[src/rtl/uart_irq_pkg.sv]
package uart_irq_pkg;
  localparam int NSRC     = 4;
  localparam int SRC_LINE = 0;
  localparam int SRC_RXD  = 1;
  localparam int SRC_TMO  = 2;
  localparam int SRC_TXE  = 3;

  typedef enum logic [2:0] {
    ID_NONE = 3'b000,
    ID_TXE  = 3'b001,
    ID_RXD  = 3'b010,
    ID_LINE = 3'b011,
    ID_TMO  = 3'b110
  } irq_id_e;
endpackage

[src/rtl/uart_irq_timeout.sv]
module uart_irq_timeout #(
  parameter int CNT_W    = 5,
  parameter int TO_CHARS = 4
) (
  input  logic             clk_i,
  input  logic             rst_ni,
  input  logic             fifo_mode_i,
  input  logic [CNT_W-1:0] rx_count_i,
  input  logic             rx_push_i,
  input  logic             rx_pop_i,
  input  logic             char_tick_i,
  output logic             tmo_set_o
);
  localparam int TO_W = $clog2(TO_CHARS + 1);
  localparam logic [TO_W-1:0] TO_MAX  = TO_W'(TO_CHARS);
  localparam logic [TO_W-1:0] TO_LAST = TO_W'(TO_CHARS - 1);

  logic [TO_W-1:0] cnt_q;
  logic            idle_hold;
  logic            activity;

  assign activity  = rx_push_i | rx_pop_i;
  assign idle_hold = ~fifo_mode_i | (rx_count_i == '0);

  always_ff @(posedge clk_i or negedge rst_ni) begin
    if (!rst_ni)                    cnt_q <= '0;
    else if (idle_hold || activity) cnt_q <= '0;
    else if (char_tick_i && cnt_q != TO_MAX) cnt_q <= cnt_q + 1'b1;
  end

  // fires once, on the tick that completes the idle window
  assign tmo_set_o = ~idle_hold & ~activity & char_tick_i & (cnt_q == TO_LAST);

  assert_tmo_restart_R6: assert property (@(posedge clk_i) disable iff (!rst_ni)
    (rx_push_i || rx_pop_i) |=> (cnt_q == '0));
  assert_tmo_empty_hold_R6: assert property (@(posedge clk_i) disable iff (!rst_ni)
    (rx_count_i == '0) |=> (cnt_q == '0));
  assert_tmo_no_fire_R6: assert property (@(posedge clk_i) disable iff (!rst_ni)
    (!fifo_mode_i || rx_count_i == '0) |-> !tmo_set_o);
endmodule

[src/rtl/uart_irq_flags.sv]
module uart_irq_flags
  import uart_irq_pkg::*;
#(
  parameter int CNT_W = 5
) (
  input  logic             clk_i,
  input  logic             rst_ni,
  input  logic             fifo_mode_i,
  input  logic             line_err_i,
  input  logic             rx_avail_i,
  input  logic [CNT_W-1:0] rx_count_i,
  input  logic [CNT_W-1:0] rx_trig_i,
  input  logic             tx_ready_i,
  input  logic             tmo_set_i,
  input  logic             lsr_rd_i,
  input  logic             rbr_rd_i,
  input  logic             thr_wr_i,
  input  logic             tx_ack_i,
  output logic [NSRC-1:0]  pend_o
);
  logic            rx_cond, rx_cond_q, tx_rdy_q;
  logic [NSRC-1:0] set, clr, pend_q;

  assign rx_cond = fifo_mode_i ? (rx_count_i >= rx_trig_i) : rx_avail_i;

  always_ff @(posedge clk_i or negedge rst_ni) begin
    if (!rst_ni) begin
      rx_cond_q <= 1'b0;
      tx_rdy_q  <= 1'b0;
    end else begin
      rx_cond_q <= rx_cond;
      tx_rdy_q  <= tx_ready_i;
    end
  end

  always_comb begin
    set[SRC_LINE] = line_err_i;
    clr[SRC_LINE] = lsr_rd_i;
    set[SRC_RXD]  = rx_cond & ~rx_cond_q;
    clr[SRC_RXD]  = rbr_rd_i | ~rx_cond;
    set[SRC_TMO]  = tmo_set_i;
    clr[SRC_TMO]  = rbr_rd_i;
    set[SRC_TXE]  = tx_ready_i & ~tx_rdy_q;
    clr[SRC_TXE]  = thr_wr_i | tx_ack_i;
  end

  for (genvar i = 0; i < NSRC; i++) begin : g_flag
    always_ff @(posedge clk_i or negedge rst_ni) begin
      if (!rst_ni) pend_q[i] <= 1'b0;
      else         pend_q[i] <= set[i] | (pend_q[i] & ~clr[i]);
    end

    assert_set_wins_R12: assert property (@(posedge clk_i) disable iff (!rst_ni)
      set[i] |=> pend_q[i]);
    assert_clear_R2: assert property (@(posedge clk_i) disable iff (!rst_ni)
      (clr[i] && !set[i]) |=> !pend_q[i]);
  end

  assert_rx_below_trig_R4: assert property (@(posedge clk_i) disable iff (!rst_ni)
    (fifo_mode_i && rx_count_i < rx_trig_i) |=> !pend_q[SRC_RXD]);
  assert_line_hold_R2: assert property (@(posedge clk_i) disable iff (!rst_ni)
    (pend_q[SRC_LINE] && !lsr_rd_i) |=> pend_q[SRC_LINE]);

  assign pend_o = pend_q;
endmodule

[src/rtl/uart_irq_prio.sv]
module uart_irq_prio
  import uart_irq_pkg::*;
(
  input  logic [NSRC-1:0] pend_i,
  input  logic [NSRC-1:0] en_i,
  output irq_id_e         id_o
);
  logic [NSRC-1:0] act;
  assign act = pend_i & en_i;

  always_comb begin
    if (act[SRC_LINE])     id_o = ID_LINE;
    else if (act[SRC_RXD]) id_o = ID_RXD;
    else if (act[SRC_TMO]) id_o = ID_TMO;
    else if (act[SRC_TXE]) id_o = ID_TXE;
    else                   id_o = ID_NONE;
  end
endmodule

[src/rtl/uart_irq_ident.sv]
module uart_irq_ident
  import uart_irq_pkg::*;
#(
  parameter int CNT_W    = 5,
  parameter int TO_CHARS = 4
) (
  input  logic             clk_i,
  input  logic             rst_ni,
  input  logic             fifo_mode_i,
  input  logic             line_err_i,
  input  logic             rx_avail_i,
  input  logic [CNT_W-1:0] rx_count_i,
  input  logic [CNT_W-1:0] rx_trig_i,
  input  logic             rx_push_i,
  input  logic             rx_pop_i,
  input  logic             char_tick_i,
  input  logic             tx_ready_i,
  input  logic             lsr_rd_i,
  input  logic             rbr_rd_i,
  input  logic             iir_rd_i,
  input  logic             thr_wr_i,
  input  logic [3:0]       en_i,
  output logic [2:0]       irq_id_o,
  output logic [1:0]       fifo_mode_o,
  output logic             irq_o
);
  logic            tmo_set, tx_ack, fm_q;
  logic [NSRC-1:0] pend;
  irq_id_e         id;

  uart_irq_timeout #(.CNT_W(CNT_W), .TO_CHARS(TO_CHARS)) u_tmo (
    .clk_i, .rst_ni, .fifo_mode_i, .rx_count_i, .rx_push_i, .rx_pop_i,
    .char_tick_i, .tmo_set_o(tmo_set)
  );

  // transmit source is acknowledged only by a read that shows it
  assign tx_ack = iir_rd_i & (id == ID_TXE);

  uart_irq_flags #(.CNT_W(CNT_W)) u_flags (
    .clk_i, .rst_ni, .fifo_mode_i, .line_err_i, .rx_avail_i, .rx_count_i,
    .rx_trig_i, .tx_ready_i, .tmo_set_i(tmo_set), .lsr_rd_i, .rbr_rd_i,
    .thr_wr_i, .tx_ack_i(tx_ack), .pend_o(pend)
  );

  uart_irq_prio u_prio (.pend_i(pend), .en_i(en_i), .id_o(id));

  always_ff @(posedge clk_i or negedge rst_ni) begin
    if (!rst_ni) fm_q <= 1'b0;
    else         fm_q <= fifo_mode_i;
  end

  assign irq_id_o    = id;
  assign fifo_mode_o = {2{fm_q}};
  assign irq_o       = (id != ID_NONE);

  assert_line_top_R9: assert property (@(posedge clk_i) disable iff (!rst_ni)
    (pend[SRC_LINE] && en_i[SRC_LINE]) |-> (irq_id_o == 3'b011));
  assert_mask_R10: assert property (@(posedge clk_i) disable iff (!rst_ni)
    (en_i == 4'b0000) |-> !irq_o);
  assert_tx_kept_R8: assert property (@(posedge clk_i) disable iff (!rst_ni)
    (iir_rd_i && irq_id_o != 3'b001 && pend[SRC_TXE] && !thr_wr_i) |=> pend[SRC_TXE]);
  assert_fifo_field_R11: assert property (@(posedge clk_i) disable iff (!rst_ni)
    1'b1 |=> (fifo_mode_o == {2{$past(fifo_mode_i)}}));
endmodule

[config.mk]
export PLATFORM = sky130hd
export DESIGN_NAME = uart_irq_ident
export DESIGN_NICKNAME = d
export VERILOG_FILES = /design/src/rtl/uart_irq_pkg.sv /design/src/rtl/uart_irq_timeout.sv /design/src/rtl/uart_irq_flags.sv /design/src/rtl/uart_irq_prio.sv /design/src/rtl/uart_irq_ident.sv
export SDC_FILE = /design/constraint.sdc
export NUM_CORES = 1
export LEC_CHECK = 0
export ABC_AREA = 0
export BUFFER_PORTS_ARGS = -buffer_cell sky130_fd_sc_hd__buf_2
export CORE_MARGIN = 4
export CORE_UTILIZATION = 39
export DETAILED_ROUTE_END_ITERATION = 8
export PLACE_DENSITY = 0.84
export REMOVE_ABC_BUFFERS = 1
export SYNTH_ARGS = -nofsm -noshare
export SYNTH_HDL_FRONTEND = slang
export SYNTH_SLANG_ARGS = --single-unit
[constraint.sdc]
create_clock -name clk_i -period 1.3 [get_ports clk_i]
set_input_delay 0.195 -clock clk_i [delete_from_list [all_inputs] [get_ports clk_i]]
set_output_delay 0.195 -clock clk_i [all_outputs]
set_load 0.01 [all_outputs]
== After elaboration in Yosys (flattened, before gate mapping) ==
Cells that the tools add are included.
Cells by class
  multipliers: 0
  add/sub/neg operators: 1
  reductions and logical operators: 5
  shift operators: 0
  multiplexer cells: 7
  magnitude comparators: 1
  bitwise operators: 29
  equality and inequality tests: 3
  div/mod/pow operators: 0
Operators with widths (count)
  $mux W3: 5
  $and A1 B1 Y1: 10
  $not A1 Y1: 10
  $or A1 B1 Y1: 8
  $ge A5 B5 Y1: 1
  $logic_not A5 Y1: 1
  $and A4 B4 Y4: 1
  $add A3 B1 Y3 const B: 1
  $eq A3 B1 Y1 const B: 1
  $eq A3 B2 Y1 const B: 1
  $ne A3 B3 Y1 const B: 1
  $reduce_bool A3 Y1: 1
  $mux W1: 2
  $reduce_bool A2 Y1: 1
  $logic_and A1 B1 Y1: 1
  $logic_or A1 B1 Y1: 1
Word-level totals
  ROM bits: 0
  RAM bits: 0
  memories kept: 0
  output and inout bits: 6
  input port bits: 27
  register bits: 10
  latch bits: 0

== Longest topological paths before layout ==
  depth in word-level cells: 11
  gate-level depth with buffers: 5
  mapped depth without buffers: 5

== By module ==
Synthesis repeated with hierarchy kept, for this count alone.
Unflattened totals
  cells, all modules: 69
  area, all modules: 661.9 um^2
By module, submodules not included
  uart_irq_flags: times used 1, seq. area each 150.1 um^2, cells an instance 35, area each 349.1 um^2
  uart_irq_timeout: times used 1, seq. area each 75.1 um^2, cells an instance 23, area each 212.7 um^2
  uart_irq_ident: times used 1, seq. area each 25.0 um^2, cells an instance 5, area each 58.8 um^2
  uart_irq_prio: times used 1, seq. area each 0.0 um^2, cells an instance 6, area each 41.3 um^2

== Least setup slack after synthesis ==
OpenSTA, ideal clock, no wires.
  kind: register to register
  from: register u_flags.pend_q[1], in the netlist u_flags.pend_o[1]
  to: register u_flags.pend_q[3], in the netlist u_flags.pend_o[3]
  period minus slack after synthesis: 1257 ps
  cell stages (with the launch flop): 4
  arrival: 1135 ps
  library setup time: 122 ps
  setup slack: 43 ps
  cells stage by stage: dfrtp_1 > a222oi_1 > nand3_1 > a32o_1
On the way
  word-level cells in the longest chain between the ends: 9
RTL lines
  from (decl): line uart_irq_flags.sv:22  | logic [NSRC-1:0] set, clr, pend_q;
  from (signal, indexed assignment): line uart_irq_flags.sv:50  | else pend_q[i] <= set[i] | (pend_q[i] & ~clr[i]);
  $and A4 B4 Y4: line uart_irq_prio.sv:9  | assign act = pend_i & en_i;
  $mux W3: line uart_irq_prio.sv:13  | else if (act[SRC_RXD]) id_o = ID_RXD;
  $mux W3: line uart_irq_prio.sv:12  | if (act[SRC_LINE]) id_o = ID_LINE;
  $eq A3 B1 Y1: line uart_irq_ident.sv:37  | assign tx_ack = iir_rd_i & (id == ID_TXE);
  $and A1 B1 Y1: line uart_irq_ident.sv:37
  $or A1 B1 Y1: line uart_irq_flags.sv:44  | clr[SRC_TXE] = thr_wr_i | tx_ack_i;
  $not A1 Y1: line uart_irq_flags.sv:50
  $and A1 B1 Y1: line uart_irq_flags.sv:50
  $or A1 B1 Y1: line uart_irq_flags.sv:50
No other way between the ends.
A chain may end at the register's enable or synchronous reset.

== Worst setup path after layout ==
  from: register u_flags.pend_q[1], in the netlist u_flags.pend_o[1]
  to: output irq_id_o[1]
On the way
  word-level cells in the longest chain between the ends: 3
RTL lines
  $and A4 B4 Y4: line uart_irq_prio.sv:9
  $mux W3: line uart_irq_prio.sv:13
  $mux W3: line uart_irq_prio.sv:12
  to (decl): line uart_irq_ident.sv:23  | output logic [2:0] irq_id_o,
No other way between the ends.

==> metrics.csv <==
stage,metric,value,unit
outcome,status,finished with violations,
outcome,failing checks,negative setup slack,
timing,FMAX,662,MHz
yosys,simple-gate area share of the yosys netlist,0.136,
global_route,GR Util met1,0.153,
routing,via count,629,
routing,post-route ant nets,0,
timing,Clock Skews,0.00147,ns
global_route,antenna violations before repair,0,
placement,post-DP HPWL,1110,um
global_route,grt total ovfl,0,
global_route,first-pass GRT wire length,2380,um
timing,Setup-failing EPs final,5,
clock_tree,CTS H-tree depth,1,
yosys,post-synthesis instance total,69,
die,row count,14,
job,maxcap violations,0,
timing,RSZ-0062 raised after global routing,true,
timing,Slew headroom,0.814,
yosys,combinational family with the most area after synthesis,compound AO/OA/AOI/OAI gates,
finish,# fillers,136,
finish,P&R area growth vs syn,46.0,%
clock_tree,clk slew on worst S/H paths,0.07,ns
routing,Routed Wire Length,1350,um
clock_tree,Clock Path Buffers,2,
critical_path,"critical path, cell by cell","a222oi_1, buf_4, inv_1, buf_2",
timing,final worst path period share,1.16,
timing,min Tclk post-route,1.51,ns
timing,worst slew pin tran,0.280,ns
global_route,"Most Used Layer, Global Route",met2,
yosys,complex-gate fraction of the synthesized area,0.179,
clock_tree,CTS Root Cell,clkbuf_4,
critical_path,critical path type,register to output port,
yosys,mux contribution to synthesized area,0.0157,
placement,GP Congestion,0.737,
global_route,largest net degree at the start of global routing,11,
yosys,post-synthesis adder-cell area fraction,0.157,
clock_tree,Clock Latency Late Sink,0.27,ns
routing,starting DRC count in detailed routing,8,
global_route,met2 usage,0.193,
finish,final net count,146,
global_route,met3 usage,0.0429,
yosys,share of the yosys chip area belonging to registers,0.393,
timing,PnR worst setup slack,-0.210,ns
placement,PortBufs,32,
yosys,synth warn,0,
critical_path,CP max stage cell,dfrtp_1,
yosys,Mean Syn Cell Area,9.23,um2
die,Ports,33,
power,worst vdd ir,0.426,mV
power,pwr/cell area,892,mW/mm2
placement,placed cell area,810,um2
hold_path,Hold Crit Class,primary input to register,
yosys,"Cell Area, Synth",637,um2
finish,"most common cell after layout, fill and taps aside",buf_2,
timing,Pins Over Slew Limit,0,
die,Initial Utilization,0.418,
power,cell leakage power,0.523,nW
finish,share of cells above drive strength 1,0.455,
yosys,#FFs+latches synth,10,
clock_tree,total CTS buffers,3,
global_route,vias in the first global route,599,
die,die width,48.4,um
routing,Post-route DRC,0,
finish,Storage cell area,250,um2
finish,# diodes,0,
finish,area occupied by multi-input gates,345,um2
critical_path,critical path's largest stage delay,0.39,ns
routing,average wire per standard cell,10.7,um
finish,design area,930,um2
critical_path,Worst EP arrival,1.32,ns
global_route,GR Util All Layers,0.126,
critical_path,worst-path fanout max,3,
yosys,post-synth cell types,24,
finish,most frequent cells in the layout,"buf_2 (31), inv_1 (14), dfrtp_1 (10)",
die,die area,0.00234,mm2
critical_path,CP Capture Type,output port,
routing,Detailed Routing Iterations Pass 1,4,
routing,via/cell ratio,4.99,
critical_path,startpoint types,register,
power,Total Power,0.000829,W
clock_tree,clock sinks,10,
clock_tree,CTS tree,yes,
die,die height,48.4,um
yosys,Synth Area in XOR/XNOR,0.0138,
die,Core Box Area,0.00152,mm2
critical_path,worst path required time,1.11,ns
timing,Hold Fails Final Rpt,0,
[flip-flops by register name (all words and copies together), names as in the netlist]
| name | flops |
|---|---|
| u_flags.pend_o | 4 |
| u_tmo.cnt_q | 3 |
| fm_q | 1 |
| u_flags.rx_cond_q | 1 |
| u_flags.tx_rdy_q | 1 |
[final timing paths]
path	depth (start not counted)	startpoint	end	slack, ns
min	1	tx_ready_i	u_flags.tx_rdy_q$_DFF_PN0_	0.05
max reg2reg	5	u_flags.pend_o[1]$_DFF_PN0_	u_flags.pend_o[3]$_DFF_PN0_	-0.10
min reg2reg	1	u_flags.pend_o[0]$_DFF_PN0_	u_flags.pend_o[0]$_DFF_PN0_	0.51
min in group asynchronous	2	rst_ni	fm_q$_DFF_PN0_	0.31
max in group asynchronous	2	rst_ni	u_tmo.cnt_q[1]$_DFFE_PN0P_	0.81
max	4	u_flags.pend_o[1]$_DFF_PN0_	irq_id_o[1]	-0.21
[critical path: cells and delay by family (launching register included)]
family / cells / cell delay (ns)
flops: 1 / 0.39
buf+inv: 3 / 0.34
compound gates: 1 / 0.32
[layout make-up]
type	count	area share
Multi-Input combinational cell	43	0.371
Timing Repair Buffer	39	0.242
Clock buffer	4	0.0390
Tap cell	16	0.0215
Inverter	14	0.0565
Sequential cell	10	0.269
[power breakdown]
group	switching, W	total [W]	internal, W
registers	0.00000934	0.000339	0.000329
clock network	0.000114	0.000284	0.000170
logic	0.0000907	0.000206	0.000115
[metrics by stage]
stage	hold WS [ns]	TNS (ns)	setup WS [ns]	std cells	utilization
detailed placement	0.0635	-0.110	-0.0801	116	0.531
global route	0.0499	-1.19	-0.299	126	0.610
global placement	0.0620	-0.0133	-0.0133	116	0.531
finish	0.0465	-0.751	-0.210	126	0.610
floorplan	-0.101	0	0.0434	67	-
CTS	0.0436	-0.580	-0.209	124	0.584
[routing by layer]
layer | share of wire | routed length (um) | vias to the layer above
met3 | 0.13 | 171 | 3
met2 | 0.44 | 596 | 33
met1 | 0.41 | 554 | 280
met4 | 0.020 | 27 | 0
met5 | 0 | 0 | -
li1 | - | - | 313
[cells in the mapped netlist]
cell type  instances  area [um2]
or4_4              1        11.3
o211ai_2           1        12.5
mux2i_1            1        10.0
nand3b_1           1        7.51
o2111a_1           1        11.3
a222oi_1           1        10.0
a22oi_1            1        7.51
a211oi_1           1        7.51
nor2_1             6        22.5
o2111ai_1          1        8.76
dfrtp_1           10         250
buf_4              2        15.0
nand3_1            1        5.00
a21o_1             1        7.51
ha_1               8         100
a21boi_1           1        7.51
inv_1             14        52.6
o21ai_0            3        15.0
o211a_1            1        10.0
nand2_1            9        33.8
a32o_1             1        10.0
o22ai_1            1        6.26
nor2b_1            1        6.26
xnor2_1            1        8.76
[cells by family (layout without fill, tap and decap cells)]
kind of cell	after synthesis	after routing
multiplexers	1	1
AND/OR/NAND/NOR	19	19
buffers and inverters	16	57
adder cells (fa/ha/maj)	8	8
flip-flops	10	10
XOR/XNOR	1	1
AO/OA/AOI/OAI	14	14
[what timing repair did]
| item | CTS | global route |
|---|---|---|
| hold endpoints to repair | 10 | 0 |
| hold buffers | 1 | 0 |
| buffers inserted | 3 | 3 |
| pin swaps | 2 | 5 |
| resized for setup | 3 | 7 |
| endpoints found under the setup margin | 5 | 6 |
No activity file was read; power rests on OpenSTA's default activity.
